**src/rtl/slq_pkg.sv**
```systemverilog
package slq_pkg;

    // Life cycle of one buffer slot
    typedef enum logic [1:0] {
        SLOT_FREE = 2'd0,
        SLOT_SPEC = 2'd1,
        SLOT_DONE = 2'd2
    } slot_state_e;

    // Distance of a slot from the head in a power-of-two ring
    function automatic int unsigned ring_age(input int unsigned idx,
                                             input int unsigned head,
                                             input int unsigned depth);
        return (idx + depth - head) % depth;
    endfunction

endpackage

```
**src/rtl/slq_line_cmp.sv**
```systemverilog
module slq_line_cmp #(
    parameter int DEPTH  = 8,
    parameter int LINE_W = 26
) (
    input  logic [DEPTH-1:0][LINE_W-1:0] slot_line,
    input  logic                         snp_valid,
    input  logic [LINE_W-1:0]            snp_line,
    output logic [DEPTH-1:0]             line_hit
);
    for (genvar g = 0; g < DEPTH; g++) begin : g_cmp
        assign line_hit[g] = snp_valid && (slot_line[g] == snp_line);
    end
endmodule

```
**src/rtl/slq_age_scan.sv**
```systemverilog
module slq_age_scan #(
    parameter int DEPTH = 8,
    localparam int PTR_W = $clog2(DEPTH)
) (
    input  logic [PTR_W-1:0] head,
    input  logic [DEPTH-1:0] live,
    input  logic [DEPTH-1:0] spec,
    input  logic [DEPTH-1:0] line_hit,
    output logic [DEPTH-1:0] settled,
    output logic             match_any,
    output logic [PTR_W-1:0] match_idx,
    output logic [PTR_W-1:0] match_off
);
    // Walk from oldest to youngest: an entry is settled when it and every
    // older resident entry are non-speculative; the first open hit wins.
    always_comb begin
        logic             older_ok;
        logic [PTR_W-1:0] idx;
        settled   = '0;
        match_any = 1'b0;
        match_idx = '0;
        match_off = '0;
        older_ok  = 1'b1;
        for (int k = 0; k < DEPTH; k++) begin
            idx = head + PTR_W'(k);
            if (live[idx]) begin
                if (!spec[idx] && older_ok) begin
                    settled[idx] = 1'b1;
                end else if (line_hit[idx] && !match_any) begin
                    match_any = 1'b1;
                    match_idx = idx;
                    match_off = PTR_W'(k);
                end
                if (spec[idx]) older_ok = 1'b0;
            end
        end
    end
endmodule

```
**src/rtl/spec_load_queue.sv**
```systemverilog
module spec_load_queue
    import slq_pkg::*;
#(
    parameter int DEPTH  = 8,
    parameter int TAG_W  = 6,
    parameter int LINE_W = 26,
    localparam int PTR_W = $clog2(DEPTH),
    localparam int CNT_W = PTR_W + 1
) (
    input  logic              clk,
    input  logic              rst,
    input  logic              ld_valid,
    output logic              ld_ready,
    input  logic [TAG_W-1:0]  ld_tag,
    input  logic [LINE_W-1:0] ld_line,
    input  logic              ld_safe,
    input  logic              ack_valid,
    input  logic [TAG_W-1:0]  ack_tag,
    input  logic              snp_valid,
    input  logic [LINE_W-1:0] snp_line,
    output logic              rb_valid,
    output logic [TAG_W-1:0]  rb_tag,
    output logic              ret_valid,
    output logic [TAG_W-1:0]  ret_tag
);
    localparam logic [CNT_W-1:0] FULL_CNT = CNT_W'(DEPTH);

    typedef struct packed {
        slot_state_e       st;
        logic [TAG_W-1:0]  tag;
        logic [LINE_W-1:0] line;
    } slot_t;

    slot_t [DEPTH-1:0]             slots;
    logic  [PTR_W-1:0]             head, tail;
    logic  [CNT_W-1:0]             count;
    logic  [DEPTH-1:0][LINE_W-1:0] slot_line;
    logic  [DEPTH-1:0]             live, spec, line_hit, settled;
    logic                          match_any;
    logic  [PTR_W-1:0]             match_idx, match_off;
    logic                          alloc_fire;

    for (genvar g = 0; g < DEPTH; g++) begin : g_view
        assign slot_line[g] = slots[g].line;
        assign live[g]      = slots[g].st != SLOT_FREE;
        assign spec[g]      = slots[g].st == SLOT_SPEC;
    end

    slq_line_cmp #(.DEPTH(DEPTH), .LINE_W(LINE_W)) u_cmp (
        .slot_line (slot_line),
        .snp_valid (snp_valid),
        .snp_line  (snp_line),
        .line_hit  (line_hit)
    );

    slq_age_scan #(.DEPTH(DEPTH)) u_scan (
        .head      (head),
        .live      (live),
        .spec      (spec),
        .line_hit  (line_hit),
        .settled   (settled),
        .match_any (match_any),
        .match_idx (match_idx),
        .match_off (match_off)
    );

    // Rollback outranks allocation; a full ring stalls the core
    assign ld_ready   = (count != FULL_CNT) && !match_any;
    assign alloc_fire = ld_valid && ld_ready;
    assign ret_valid  = slots[head].st == SLOT_DONE;
    assign ret_tag    = slots[head].tag;

    always_ff @(posedge clk) begin
        if (rst) begin
            for (int i = 0; i < DEPTH; i++) begin
                slots[i].st   <= SLOT_FREE;
                slots[i].tag  <= '0;
                slots[i].line <= '0;
            end
            head     <= '0;
            tail     <= '0;
            count    <= '0;
            rb_valid <= 1'b0;
            rb_tag   <= '0;
        end else begin
            rb_valid <= match_any;
            if (match_any) rb_tag <= slots[match_idx].tag;

            for (int i = 0; i < DEPTH; i++) begin
                if (ret_valid && PTR_W'(i) == head) begin
                    slots[i].st <= SLOT_FREE;
                end else if (match_any &&
                             ring_age(i, int'(head), DEPTH) >= int'(match_off)) begin
                    slots[i].st <= SLOT_FREE;
                end else if (alloc_fire && PTR_W'(i) == tail) begin
                    slots[i].st   <= ld_safe ? SLOT_DONE : SLOT_SPEC;
                    slots[i].tag  <= ld_tag;
                    slots[i].line <= ld_line;
                end else if (ack_valid && slots[i].st == SLOT_SPEC &&
                             slots[i].tag == ack_tag) begin
                    slots[i].st <= SLOT_DONE;
                end
            end

            if (ret_valid) head <= head + 1'b1;

            if (match_any) begin
                tail  <= match_idx;
                count <= CNT_W'(match_off) - CNT_W'(ret_valid);
            end else begin
                if (alloc_fire) tail <= tail + 1'b1;
                count <= count + CNT_W'(alloc_fire) - CNT_W'(ret_valid);
            end
        end
    end

    // no rollback is reported straight out of reset
    p_quiet_reset_r1: assert property (@(posedge clk) disable iff (rst)
        $past(rst) |-> !rb_valid);

    // each retirement advances the head by exactly one slot
    p_retire_order_r2: assert property (@(posedge clk) disable iff (rst)
        ret_valid |=> head == PTR_W'($past(head) + 1'b1));

    // occupancy never exceeds the ring size
    p_no_overflow_r3: assert property (@(posedge clk) disable iff (rst)
        count <= FULL_CNT);

    // a full ring refuses new loads
    p_full_stall_r3: assert property (@(posedge clk) disable iff (rst)
        (count == FULL_CNT) |-> !ld_ready);

    // only a settled head may retire
    p_retire_settled_r4: assert property (@(posedge clk) disable iff (rst)
        ret_valid |-> settled[head]);

    // a rollback follows a snoop and never grows the buffer
    p_rb_after_snoop_r5: assert property (@(posedge clk) disable iff (rst)
        rb_valid |-> ($past(snp_valid) && count <= $past(count)));

    // the cycle that caused a rollback accepted no load
    p_rb_blocks_alloc_r9: assert property (@(posedge clk) disable iff (rst)
        rb_valid |-> !$past(ld_ready));

endmodule

```
**config.mk**
```make
export PLATFORM = sky130hd
export DESIGN_NAME = spec_load_queue
export DESIGN_NICKNAME = d
export VERILOG_FILES = /design/src/rtl/slq_pkg.sv /design/src/rtl/slq_line_cmp.sv /design/src/rtl/slq_age_scan.sv /design/src/rtl/spec_load_queue.sv
export SDC_FILE = /design/constraint.sdc
export NUM_CORES = 1
export LEC_CHECK = 0
export BUFFER_PORTS_ARGS = -buffer_cell sky130_fd_sc_hd__buf_2
export CAP_MARGIN = 15
export CELL_PAD_IN_SITES_DETAIL_PLACEMENT = 0
export CELL_PAD_IN_SITES_GLOBAL_PLACEMENT = 1
export CORE_UTILIZATION = 42
export DETAILED_ROUTE_END_ITERATION = 7
export MAX_ROUTING_LAYER = met4
export PLACE_DENSITY = 0.71
export SYNTH_ARGS = -nofsm -noshare
export SYNTH_HDL_FRONTEND = slang
export SYNTH_SLANG_ARGS = --single-unit
```
**constraint.sdc**
```tcl
create_clock -name clk -period 6.56 [get_ports clk]
set_input_delay 0 -clock clk [delete_from_list [all_inputs] [get_ports clk]]
set_output_delay 0 -clock clk [all_outputs]
set_load 0.02 [all_outputs]
```
### Word-level counts from Yosys, hierarchy flattened

Index checks and enable logic that the tools add are counted.
Widths: inputs -> output; s select.

| cells by class | value |
|---|---|
| equal/unequal tests | 40 |
| reduce and logical (&&, ||, !) cells | 114 |
| add/subtract/negate cells | 19 |
| order comparisons | 17 |
| muxes and demuxes | 155 |
| bitwise logic cells | 16 |

Operator list:

| operator | count |
|---|---|
| $eq 26x26->1 | 8 |
| $bmux 34 s3 | 2 |
| $mux 3 | 46 |
| $bmux 1 s3 | 24 |
| $logic_and 1x1->1 | 64 |
| $mux 1 | 63 |
| $eq 6x6->1 | 8 |
| $lt 3x4->1 const B | 9 |
| $mux 2 | 17 |
| $mux 34 | 1 |
| $reduce_bool 2->1 | 17 |
| $mux 32 | 1 |
| $eq 3x3->1 const A | 8 |
| $ge 3x3->1 | 8 |
| $reduce_and 3->1 | 8 |
| $reduce_or 3->1 | 8 |
| $eq 2x1->1 const B | 8 |
| $not 1->1 | 16 |
| $logic_not 1->1 | 15 |
| $add 3x3->3 const B | 4 |
| $eq 2x3->1 const A | 4 |
| $sub 3x3->3 const A | 4 |
| $add 3x1->3 const B | 2 |
| $add 3x2->3 const B | 2 |
| other kinds (10) | 14 |

| word-level totals | value |
|---|---|
| flip-flop bits (word level) | 289 |
| output and inout port bits | 15 |
| logic and storage cells | 390 |
| bits of input ports | 70 |

### Longest topological paths before layout

| depth | value |
|---|---|
| depth in word-level cells | 48 |
| gate-level depth with buffers | 26 |
| depth with buffers taken out | 22 |

### Hierarchy

From an unflattened synthesis, not the netlist that was laid out.

| unflattened totals | value |
|---|---|
| cells, all modules | 1886 |
| area total of the unflattened synthesis | 17773.3 µm² |

By module, submodules not included:

| module | cells each | times used | area an instance (µm²) | sequential area each (µm²) |
|---|---|---|---|---|
| spec_load_queue | 1326 | 1 | 12982.5 | 5785.5 |
| slq_line_cmp | 307 | 1 | 2618.8 | 0.0 |
| slq_age_scan | 253 | 1 | 2172.1 | 0.0 |

### Worst setup path before layout

Ideal clock, no wire load.

| timing path | value |
|---|---|
| path type | flip-flop to flip-flop |
| start point | register head[0] |
| end point | register slots, in the netlist slot_line[207] |
| data required time | 6.432 ns |
| setup time | 0.128 ns |
| arrival | 5.207 ns |
| buffers on the path | 5 |
| clock period less this slack | 5.335 ns |
| setup slack | 1.225 ns |
| cell stages (with the launch flop) | 23 |
| cell sequence | dfxtp_1 -> inv_1 -> buf_2 -> clkbuf_1 -> ha_1 -> clkbuf_1 -> mux4_2 -> a211oi_4 -> and4_1 -> o21a_1 -> or3_1 -> o41ai_1 -> nor2_1 -> inv_1 -> o21ai_0 -> ha_1 -> inv_1 -> o21bai_1 -> a221o_1 -> buf_2 -> buf_6 -> mux2i_1 -> nor2_1 |

| between the ends | value |
|---|---|
| longest elaborated chain between the ends | 45 |
| elaborated cells between the ends (all ways) | 157 |
| those cells by class | add/sub: 8; order compare: 1; eq/ne: 2; mux: 109; bitwise: 2; reduce/logical: 35 |

Ends and longest elaborated chain:

| item | RTL line | source |
|---|---|---|
| from (decl) | spec_load_queue.sv:35 | `logic [PTR_W-1:0] head, tail;` |
| from (signal assigned) | spec_load_queue.sv:105 | `if (ret_valid) head <= head + 1'b1;` |
| branches (longest 44 deep; another with $add 3x1->3) | -- |  |
| $reduce_and 3->1 (no line) * | -- |  |
| to (decl) | spec_load_queue.sv:34 | `slot_t [DEPTH-1:0] slots;` |

Every way passes the cells marked *. The select of a mux whose other input is x is not followed.
A chain may end at the register's enable or synchronous reset.

### Final worst setup path

| timing path | value |
|---|---|
| start point | register head[0] |
| end point | register slots[237] (netlist bit) |

| between the ends | value |
|---|---|
| longest elaborated chain between the ends | 45 |
| elaborated cells between the ends (all ways) | 157 |
| those cells by class | add/sub: 8; order compare: 1; eq/ne: 2; mux: 110; reduce/logical: 36 |

Ends and longest elaborated chain:

| item |
|---|
| branches (longest 45 deep; another with $add 3x1->3) |

Parallel ways; which one is timed is not known. The select of a mux whose other input is x is not followed.

==> results.tsv <==
metric	value	unit
asr flop ratio synth	0	%
drt wl/cell	24.1	um
DR DRC count	0	
status	finished with violations	
yosys warns	0	
Hold Crit Depth	2	
die area	41500	sq um
vias in the first global route	14475	
global route overflow	0	
Worst-Skew Late Latency	570	ps
# port buffers	84	
fin crit share	88.2	%
final setup violation count	0	
GPL Wtd Cong	0.900	
Longest Clk Path Bufs	3	
number of synthesized flops with an enable pin	0	
Slew Limit Fails	0	
post-synth net total	2182	
overall power	0.00604	W
Cell Pwr Density	311	nW/um^2
clock slew at reported path FFs	60	ps
Worst EP arrival	6280	ps
worst r2r src	head[0]	
Hold Crit Class	in2reg	
Critical Path Start Type	register	
Nets	2211	
Pre-Repair DR Iteration Count	6	
Setup Skew	24.7	ps
WHS	-7.30	ps
Die X	204	um
Hold Fails Final Rpt	2	
Final ANT Viol Nets	0	
Root Buffer Master	clkbuf_16	
via count	15468	
fraction of layout cells with a size suffix above 1	12.0	%
Max transition margin	27.0	%
H-tree depth	2	
failing checks	negative hold slack	
total clock sinks	289	
drt via density	5.82	
Synth cell types	82	
worst reg2reg path endpoint	slots[237]	
die extent in y	204	um
most frequent cells in the layout	dfxtp_1 (288), nand2_1 (252), xnor2_1 (230)	
GRT Total Usage	31.7	%
RSZ-0062 raised after global routing	no	
CTS buffer count	36	
worst hold endpoint	slots[268]	
largest area contributor in the netlist	dfxtp_1	
Antenna Cells	0	
Seq cells post-synth	289	
Area contributors post-synth	dfxtp_1 (34%), xnor2_1 (12%), mux2i_1 (7.1%), a21oi_1 (5.7%), nand2_1 (5.5%)	
Inst Count DP	2555	
syn avg cell area	8.24	sq um
initial antenna violation count	0	
Synth Instances	2075	
Mapped Area	17100	sq um
core area	39900	sq um
Detailed Route WL	64000	um
CTS tree	done	
Synth top area share	33.8	%
Main synth FF type	dfxtp_1	
peak fanout along the critical path	50	
f_max	173	MHz
largest net degree at the start of global routing	149	
peak supply drop	0.244	mV
final worst slack	772	ps
first-pass GRT wire length	95300	um
Seq/Total Area, Yosys	33.8	%
row cnt	73	
actual slew at the worst max-slew pin	1080	ps
commonest non-fill, non-tap cell in the layout	dfxtp_1	
Max Cap Violations	0	
Reg2Reg Setup Slack	770	ps
Initial Util	42.9	%
crit end category	register	
final cell count without fillers	2656	
Fin Setup TNS	0	ps
Data required, critical path	7050	ps
Worst R2R Path Depth	15	
final period demand of the worst path	5790	ps
min-delay src	rst	
DP HPWL	43900	um
number of DRC markers in iteration 0	1237	
IO Count	85	
Post-CTS Setup Bufs	0	
crit path kind	reg2reg	
Leak	6.73	nW
dpl ws	973	ps
synthesis-to-finish area growth	13.4	%
==> cells in the mapped netlist, types with 4 or more instances <==
cell / count
o21ai_0: 129
mux4_2: 26
nand4_1: 70
buf_1: 4
dfxtp_1: 289
inv_1: 31
a21oi_1: 194
nor3b_1: 4
mux2_2: 10
o31ai_1: 4
nor2b_1: 12
a22oi_1: 7
nand3_1: 54
nand3b_1: 6
buf_2: 44
a211oi_1: 8
nand2b_1: 18
nor3_1: 32
nand2_1: 252
xnor2_1: 230
and2_1: 7
o211ai_1: 9
xor2_1: 26
o22a_1: 8
a31oi_1: 4
a41oi_1: 4
nor2_1: 169
nor4_1: 21
o21ai_1: 21
a21o_1: 10
mux2i_1: 121
buf_6: 9
clkbuf_1: 117
o2111ai_1: 5
or3_1: 7
ha_1: 36
==> metrics by stage <==
| stage | area, sq um | utilization, % |
|---|---|---|
| 6_report | 19400 | 48.6 |
| 5_1_grt | 19400 | 48.6 |
| 4_1_cts | 19400 | 48.6 |
| 3_5_place_dp | 17800 | 44.7 |
| 3_3_place_gp | 17800 | 44.7 |
| 2_1_floorplan | 17100 | - |
==> layer usage <==
| metal | vias up | track usage (%) | part of all wire [%] | routed length (um) |
|---|---|---|---|---|
| met5 | - | - | 0 | 0 |
| met4 | 0 | 11.4 | 3.6 | 2280 |
| met3 | 125 | 3.88 | 5.4 | 3430 |
| met2 | 485 | 52.3 | 49 | 31100 |
| met1 | 7577 | 39.8 | 42 | 27200 |
| li1 | 7281 | - | - | - |
==> state kept, by name, indices dropped and copies added, names as in the netlist <==
signal and count:
slots 64, tail 3, rb_tag 6, slot_line 208, head 3, rb_valid 1
count 4
==> power breakdown <==
group | switching, W | leakage, nW | internal (W)
combinational | 0.00125 | 3.81 | 0.000733
clock | 0.000825 | 0.589 | 0.00120
sequential | 0.000126 | 2.34 | 0.00190
==> critical path, cell delays in order (launching register included) <==
cell	delay [ps]
dfxtp_2	490
buf_12	300
nand2b_1	350
o22a_1	290
a2111oi_0	140
a22oi_1	290
a21oi_1	210
o211ai_1	390
a21oi_2	220
or4_4	610
nor4b_4	620
nand3_1	580
o21ai_0	300
nor2_1	70
nor4_1	250
dlygate4sd3_1	580
==> final cells by class <==
class                           instances  area (sq um)
Clock inverter                         11           128
Sequential cell                       289          5790
Fill cell                            3859         20500
Multi-Input combinational cell       1576         10500
Timing Repair Buffer                  167          1170
Clock buffer                           54          1060
Tap cell                              525           657
Inverter                               34           128
==> kinds of logic after synthesis <==
kind of cell	Yosys count	synth area share, %
adders and majority gates	37	2.75
buffers and inverters	210	5.37
DFF	289	33.8
AOI/OAI and AO/OA	453	15.5
and+or+nand+nor	673	18.3
muxes	157	11.2
xor gates and xnor gates	256	13.1
==> how the worst max path moves through the flow <==
stage | startpoint | to | slack, ps | cells past startpoint
2_1_floorplan | head[0] | slot_line[207] | 1230 | 22
3_3_place_gp | head[0] | slot_line[6] | 930 | 21
3_5_place_dp | head[0] | slot_line[0] | 970 | 21
4_1_cts | head[0] | slots[237] | 840 | 14
5_1_grt | head[1] | slots[237] | 410 | 15
6_report | head[0] | slots[237] | 770 | 15
==> repair_timing <==
| item | 4_1_cts | 5_1_grt |
|---|---|---|
| gates resized for setup | 0 | 0 |
| endpoints found under the hold margin | 264 | 0 |
| hold buffers | 36 | 0 |
(Power assumes the default switching activity.)
